## config.mk

```make
export PLATFORM = sky130hd
export DESIGN_NAME = fetch_seq
export DESIGN_NICKNAME = d
export VERILOG_FILES = /design/src/rtl/fseq_pkg.sv /design/src/rtl/fseq_next_addr.sv /design/src/rtl/fseq_ret_stack.sv /design/src/rtl/fetch_seq.sv
export SDC_FILE = /design/constraint.sdc
export NUM_CORES = 1
export LEC_CHECK = 0
export CORE_UTILIZATION = 59
export CTS_CLUSTER_DIAMETER = 30
export CTS_CLUSTER_SIZE = 30
export DETAILED_ROUTE_END_ITERATION = 10
export GPL_ROUTABILITY_DRIVEN = 0
export PLACE_DENSITY = 0.79
export SLEW_MARGIN = 20
export SYNTH_ARGS = -nofsm -noshare
export SYNTH_HDL_FRONTEND = slang
export SYNTH_SLANG_ARGS = --single-unit
```

## constraint.sdc

```tcl
create_clock -name clk_i -period 2.9 [get_ports clk_i]
set_clock_uncertainty 0.05 [all_clocks]
set_input_delay 0.435 -clock clk_i [delete_from_list [all_inputs] [get_ports clk_i]]
set_output_delay 0.435 -clock clk_i [all_outputs]
set_load 0.02 [all_outputs]
```

## src/rtl/fseq_pkg.sv

```systemverilog
`timescale 1ns/1ps
package fseq_pkg;
    typedef enum logic [2:0] {
        OP_STEP   = 3'd0,
        OP_JUMP   = 3'd1,
        OP_CALL   = 3'd2,
        OP_RET    = 3'd3,
        OP_RETI   = 3'd4,
        OP_RETLIT = 3'd5
    } seq_op_e;
endpackage

```

## src/rtl/fseq_next_addr.sv

```systemverilog
`timescale 1ns/1ps
module fseq_next_addr #(
    parameter int ADDR_W   = 13,
    parameter int SMALL_AW = 12,
    parameter logic [ADDR_W-1:0] IRQ_VEC = 13'h0004
) (
    input  logic [ADDR_W-1:0] pc_q,
    input  logic              irq_i,
    input  logic [2:0]        op_i,
    input  logic [ADDR_W-1:0] target_i,
    input  logic              mem8k_i,
    input  logic [ADDR_W-1:0] top_val,
    output logic [ADDR_W-1:0] pc_d,
    output logic              push,
    output logic              pop,
    output logic [ADDR_W-1:0] push_val
);
    import fseq_pkg::*;

    localparam logic [ADDR_W-1:0] SMALL_MASK =
        {{(ADDR_W-SMALL_AW){1'b0}}, {SMALL_AW{1'b1}}};
    localparam logic [ADDR_W-1:0] ONE = 1;

    function automatic logic [ADDR_W-1:0] fold(input logic [ADDR_W-1:0] a,
                                               input logic big);
        return big ? a : (a & SMALL_MASK);
    endfunction

    logic [ADDR_W-1:0] seq_addr;

    always_comb begin
        seq_addr = fold(pc_q + ONE, mem8k_i);
        push     = 1'b0;
        pop      = 1'b0;
        push_val = seq_addr;
        pc_d     = seq_addr;
        if (irq_i) begin
            push = 1'b1;
            pc_d = IRQ_VEC;
        end else begin
            case (op_i)
                OP_JUMP: pc_d = fold(target_i, mem8k_i);
                OP_CALL: begin
                    push = 1'b1;
                    pc_d = fold(target_i, mem8k_i);
                end
                OP_RET, OP_RETI, OP_RETLIT: begin
                    pop  = 1'b1;
                    pc_d = fold(top_val, mem8k_i);
                end
                default: pc_d = seq_addr;
            endcase
        end
    end
endmodule

```

## src/rtl/fseq_ret_stack.sv

```systemverilog
`timescale 1ns/1ps
module fseq_ret_stack #(
    parameter int W     = 13,
    parameter int DEPTH = 8,
    localparam int PTR_W = $clog2(DEPTH),
    localparam int CNT_W = $clog2(DEPTH + 1)
) (
    input  logic             clk_i,
    input  logic             rst_ni,
    input  logic             push,
    input  logic             pop,
    input  logic [W-1:0]     push_val,
    output logic [W-1:0]     top_val,
    output logic [CNT_W-1:0] depth
);
    localparam logic [PTR_W-1:0] LAST_PTR = PTR_W'(DEPTH - 1);
    localparam logic [CNT_W-1:0] FULL     = CNT_W'(DEPTH);
    localparam logic [PTR_W-1:0] PTR_ONE  = 1;
    localparam logic [CNT_W-1:0] CNT_ONE  = 1;

    typedef struct packed {
        logic [DEPTH-1:0][W-1:0] slots;
        logic [PTR_W-1:0]        wr_ptr;
        logic [CNT_W-1:0]        cnt;
    } stk_t;

    stk_t stk_d, stk_q;
    logic [PTR_W-1:0] prev_ptr;

    always_comb begin
        prev_ptr = (stk_q.wr_ptr == '0) ? LAST_PTR : stk_q.wr_ptr - PTR_ONE;
        top_val  = stk_q.slots[prev_ptr];
        stk_d    = stk_q;
        if (push) begin
            stk_d.slots[stk_q.wr_ptr] = push_val;
            stk_d.wr_ptr = (stk_q.wr_ptr == LAST_PTR) ? '0 : stk_q.wr_ptr + PTR_ONE;
            if (stk_q.cnt != FULL) stk_d.cnt = stk_q.cnt + CNT_ONE;
        end else if (pop) begin
            stk_d.wr_ptr = prev_ptr;
            if (stk_q.cnt != '0) stk_d.cnt = stk_q.cnt - CNT_ONE;
        end
    end

    always_ff @(posedge clk_i or negedge rst_ni) begin
        if (!rst_ni) stk_q <= '0;
        else         stk_q <= stk_d;
    end

    assign depth = stk_q.cnt;
endmodule

```

## src/rtl/fetch_seq.sv

```systemverilog
`timescale 1ns/1ps
module fetch_seq #(
    parameter int ADDR_W   = 13,
    parameter int SMALL_AW = 12,
    parameter int DEPTH    = 8,
    parameter logic [ADDR_W-1:0] RESET_VEC = 13'h0000,
    parameter logic [ADDR_W-1:0] IRQ_VEC   = 13'h0004,
    localparam int CNT_W = $clog2(DEPTH + 1)
) (
    input  logic              clk_i,
    input  logic              rst_ni,
    input  logic              irq_i,
    input  logic [2:0]        op_i,
    input  logic [ADDR_W-1:0] target_i,
    input  logic              mem8k_i,
    output logic [ADDR_W-1:0] pc_o,
    output logic [CNT_W-1:0]  depth_o
);
    typedef struct packed {
        logic [ADDR_W-1:0] pc;
    } core_t;

    core_t             core_d, core_q;
    logic [ADDR_W-1:0] nxt_pc, top_val, push_val;
    logic              push, pop;

    fseq_next_addr #(
        .ADDR_W(ADDR_W), .SMALL_AW(SMALL_AW), .IRQ_VEC(IRQ_VEC)
    ) i_next (
        .pc_q(core_q.pc), .irq_i(irq_i), .op_i(op_i), .target_i(target_i),
        .mem8k_i(mem8k_i), .top_val(top_val), .pc_d(nxt_pc),
        .push(push), .pop(pop), .push_val(push_val)
    );

    fseq_ret_stack #(.W(ADDR_W), .DEPTH(DEPTH)) i_stack (
        .clk_i(clk_i), .rst_ni(rst_ni), .push(push), .pop(pop),
        .push_val(push_val), .top_val(top_val), .depth(depth_o)
    );

    always_comb begin
        core_d    = core_q;
        core_d.pc = nxt_pc;
    end

    always_ff @(posedge clk_i or negedge rst_ni) begin
        if (!rst_ni) core_q <= '{pc: RESET_VEC};
        else         core_q <= core_d;
    end

    assign pc_o = core_q.pc;
endmodule

```

# Word-level counts from Yosys, hierarchy flattened
# Index checks and enable logic that the tools add are counted.
# totals
ff_bits	124
output_inout_bits	17
elab_cells	55
# op_classes
n_addsub	5
magnitude_cmp	3
eq_ne	8
muxes	20
reduce_logical	8
# ops
op	count
$bwmux 104	1
$mux 13	6
$bmux 13 s3	1
$demux 13 s3	1
$pmux 13 s2	1
$mux 7	2
$add 13x1->13 const B	1
$eq 3x3->1 const B	3
$lt 3x4->1 const B	2
$mux 4	2
$eq 3x2->1 const B	2
$mux 3	2
$add 4x1->4 const B	1
$mux 1	4
$ne 4x4->1 const B	1
$reduce_bool 2->1	2
$reduce_bool 4->1	1
$sub 4x1->4 const B	1
$add 3x1->3 const B	1
$eq 3x1->1 const B	1
$ge 3x1->1 const B	1
$logic_not 3->1	1
$reduce_and 3->1	1
$reduce_or 3->1	1
4 further kinds	4

# Longest topological paths before layout
# depth
depth_word	7
mapped_depth	11

# By module
# A second synthesis with hierarchy kept.
# hier_totals
hier_cells	466
hier_area_um2	6459.9
# by_module_without_submodules
mod	instances	cells_per_inst	area_per_inst_um2
fseq_ret_stack	1	322	5242.5
fseq_next_addr	1	131	892.1
fetch_seq	1	13	325.3

# Worst setup path before layout
# No wires, ideal clock.
# synth_timing
kind	register to register
from	register i_stack.stk_q[5] in the netlist's numbering
to	register core_q, in the netlist pc_o[12]
setup_time_ns	0.138
arrival_ns	2.123
required_time_ns	2.712
slack_ns	0.589
path_stages_with_launch	9
n_path_buf	1
path_cell_list	dfrtp_1 -> inv_1 -> ha_1 -> ha_1 -> and2b_4 -> buf_6 -> mux4_2 -> nor3_1 -> o32ai_1
# synth_rtl
element	line_no	text
start, declared	fseq_ret_stack.sv:27	stk_t stk_d, stk_q;
start signal, assigned	fseq_ret_stack.sv:46	else stk_q <= stk_d;
end signal, assigned	fetch_seq.sv:46	if (!rst_ni) core_q <= '{pc: RESET_VEC};
end signal, assigned	fetch_seq.sv:47	else core_q <= core_d;
end, declared	fetch_seq.sv:23	core_t core_d, core_q;

==> impl_metrics.yaml <==
die:
  num_io_pins: 37
  coreArea_um2: 9770
  die_w_um: 103
  fp-row-count: 36
  die_h_um: 103
  dieArea_um2: 10500
  initial_utilization: 0.610
layout:
  area_growth_pct: 17.8
  n_antenna_cell: 0
  nNetsFinal: 694
  fillers: 692
  fin_util: 0.718
  final_design_area_no_fill_um2: 7020
  layout-drive-gt1-share: 0.118
worst_setup_path:
  arrival_ps: 3090
  path_cells: "inv_1, ha_1, ha_1, and2b_4, mux4_2, nor3_1, o32ai_1"
  worstPathRequired_ps: 3240
  max_stage_delay_ps: 550
  cpMostUsedCell: "ha_1"
  crit_type: "flop to flop"
  critPathSlowestCell: "mux4_2"
  end_kind: "flop"
  reg2reg_from: "i_stack.stk_q[5]"
  reg2reg_slack_ps: 150
  r2r-end: "pc_o[12]"
  start_kind: "flop"
  path_max_fanout: 27
  worstRegToRegCells: 7
yosys:
  synthesis.nets: 659
  synth_seq_cells: 124
  syn_inst: 631
  yosysWarnings: 0
  avgSynthCellArea_um2: 9.45
  synth-main-ff-cell: "dfrtp_1"
  async_reset_ff_frac: 1.00
  synth_edf_count: 0
  synth.distinct_cells: 51
  synth_area_um2: 5960
  ys_seq_area_frac: 0.521
clock_network:
  cts.repair.resized: 0
  root_buffer: "clkbuf_8"
  clkTransAtPathRegs_ps: 60
  ctsHoldBuffers: 0
  cts_tree: "built"
  clk_latency_ps: 540
  htreeDepth: 4
  cts_setup_buffers: 0
  numCtsBuffers: 17
  cts.path.max_buffers: 2
  numClockSinks: 124
timing:
  setup_ws_ps: 151
  hold_ws_ps: -22.9
  tightestPinTransition_ps: 920
  fmax_mhz: 364
  finalSetupViolations: 0
  timing.final.crit_share: 0.948
  finalCriticalPeriod_ps: 2750
  finalHoldViolCount: 5
  rsz0062_at_grt: "false"
  drv_slew: 0
  max_slew_margin: 0.387
  finalSetupTns_ps: 0
global_route:
  grt_usage: 0.316
  antenna_found_initial: 0
  grt.overflow.total: 0
  grt_pass1_vias: 4715
  grt_pass1_wl_um: 24400
  grt_max_degree: 73
pwr:
  pwr-share-seq: 0.347
  switching_share: 0.416
  power_frac_clock: 0.241
  power.switching_mw: 3.54
  power_density_nw_per_um2: 1210
  internal_power_mw: 4.96
  irDropWorstVdd_uv: 752
  combPwrFrac: 0.412
  p_leak_nw: 3.02
job:
  drv_cap: 0
placed_design:
  port_buffers: 36
  hpwl_um: 9580
  place_area_um2: 6440
  preCtsSetupSlack_ps: 157
drt:
  wl_um: 15400
  viasPerCell: 6.16
  drtIter0Drc: 379
  num_vias: 5001
  remaining_drc_errors: 0
  ant_nets: 0
  drtPass1Iterations: 7
  wire_per_inst_um: 18.9
run_status:
  outcome: "finished with violations"
  violations: "hold timing"
worst_hold_path:
  min_path_type: "input pin to asynchronous set/reset pin"
## stage by stage
| step | hold WS (ps) | std cells | power, mW |
|---|---|---|---|
| floorplan | 89.4 | 631 | 5.22 |
| global placement | 410 | 780 | 6.17 |
| detailed placement | 419 | 780 | 6.34 |
| CTS | 20.3 | 812 | 8.43 |
| global route | 30.6 | 812 | 8.98 |
| finish | -22.9 | 812 | 8.49 |
## layout make-up
type | count | area, µm² | area share
sequential | 124 | 3100 | 0.442
multi-input combinational | 461 | 2620 | 0.373
timing repair buffer | 56 | 533 | 0.0759
clock buffer | 18 | 428 | 0.0610
tap | 133 | 166 | 0.0237
clock inverter | 14 | 148 | 0.0210
inverter | 6 | 22.5 | 0.00321
## cell families after synthesis
kind of cell               after synthesis  synth area share
DFF                                    124             0.521
xor gates and xnor gates                13            0.0191
muxes                                   21            0.0411
and+or+nand+nor                        263             0.203
buffers and inverters                   46            0.0399
adders and majority gates                8            0.0181
AOI/OAI and AO/OA                      156             0.158
## layer usage
layer	routed length (µm)	GRT usage	vias to the layer above
li1	-	-	2266
met1	6510	0.430	2456
met2	7170	0.486	246
met3	1340	0.0834	33
met4	363	0.127	0
met5	0	0	-
## power by group through the flow
| stage | Combinational, mW | Clock (mW) | Sequential (mW) |
|---|---|---|---|
| final | 3.50 | 2.04 | 2.95 |
| after global routing | 3.81 | 2.14 | 3.03 |
| after CTS | 3.45 | 2.04 | 2.94 |
| after detailed placement | 3.39 | 0 | 2.95 |
| after global placement | 3.27 | 0 | 2.90 |
| after floorplan | 2.33 | 0 | 2.89 |
## synth_stat cells (2+ instances only)
cell / instances / area share
a21o_1: 2 / 0.0025
and2_1: 3 / 0.0031
mux2i_1: 11 / 0.018
dfrtp_1: 124 / 0.52
a2111oi_2: 4 / 0.010
clkbuf_1: 17 / 0.011
buf_6: 3 / 0.0057
a221oi_1: 3 / 0.0044
xnor2_1: 5 / 0.0073
a2111oi_1: 3 / 0.0050
nor3_1: 5 / 0.0042
nand3_1: 27 / 0.023
buf_4: 8 / 0.010
xor2_1: 8 / 0.012
o21ai_0: 104 / 0.087
nand2_1: 182 / 0.11
nor2_1: 13 / 0.0082
ha_1: 7 / 0.015
buf_1: 2 / 0.0013
o21ai_1: 3 / 0.0025
o211ai_1: 3 / 0.0038
a21oi_1: 7 / 0.0059
buf_2: 10 / 0.0084
nor2_2: 2 / 0.0021
a32oi_1: 11 / 0.016
mux2_2: 8 / 0.015
inv_1: 5 / 0.0031
nor2b_1: 4 / 0.0042
nand2b_1: 3 / 0.0031
nand4_1: 11 / 0.012
mux4_2: 2 / 0.0076
nand4_4: 4 / 0.014
a31oi_1: 9 / 0.0094
## critical path, delay by kind of cell, from the launching register on
kind | cells | cell delay (ps)
muxes | 1 | 550
buffers and inverters | 1 | 220
adders and majority gates | 2 | 460
AOI/OAI and AO/OA | 1 | 120
and+or+nand+nor | 2 | 700
DFF | 1 | 510
## how the worst max path moves through the flow
stage	cells past startpoint	slack (ps)	from	end
6_report	7	150	i_stack.stk_q[5]	pc_o[12]
5_1_grt	7	8	i_stack.stk_q[5]	pc_o[12]
4_1_cts	8	160	i_stack.stk_q[5]	pc_o[0]
3_5_place_dp	9	160	op_i[2]	i_stack.depth[2]
3_3_place_gp	10	320	op_i[2]	i_stack.depth[3]
2_1_floorplan	8	590	i_stack.stk_q[5]	pc_o[12]
## placed cells by master, fill, tap and decap left out, types with 3 or more instances in the layout
master / synthesis / layout
nor2b_1: 4 / 4
nand4_1: 11 / 11
clkbuf_16: 0 / 16
a2111oi_1: 3 / 3
xnor2_1: 5 / 5
mux2_2: 8 / 8
o211ai_1: 3 / 3
o21ai_0: 104 / 104
a221oi_1: 3 / 3
clkinv_2: 0 / 3
nand2b_1: 3 / 3
ha_1: 7 / 7
clkinvlp_4: 0 / 5
o21ai_1: 3 / 3
a31oi_1: 9 / 9
clkinv_4: 0 / 4
a21oi_1: 7 / 7
a32oi_1: 11 / 11
nand3_1: 27 / 27
dfrtp_1: 124 / 124
and2_1: 3 / 3
nand4_4: 4 / 4
buf_4: 8 / 19
nand2_1: 182 / 182
nor3_1: 5 / 5
xor2_1: 8 / 8
nor2_1: 13 / 13
clkdlybuf4s50_1: 0 / 35
a2111oi_2: 4 / 4
mux2i_1: 11 / 11
inv_1: 5 / 5
## sequential cells by signal (all words and copies together), names as in the netlist
name / count
i_stack.depth: 4
i_stack.stk_q: 107
pc_o: 13
(Power assumes the default switching activity.)
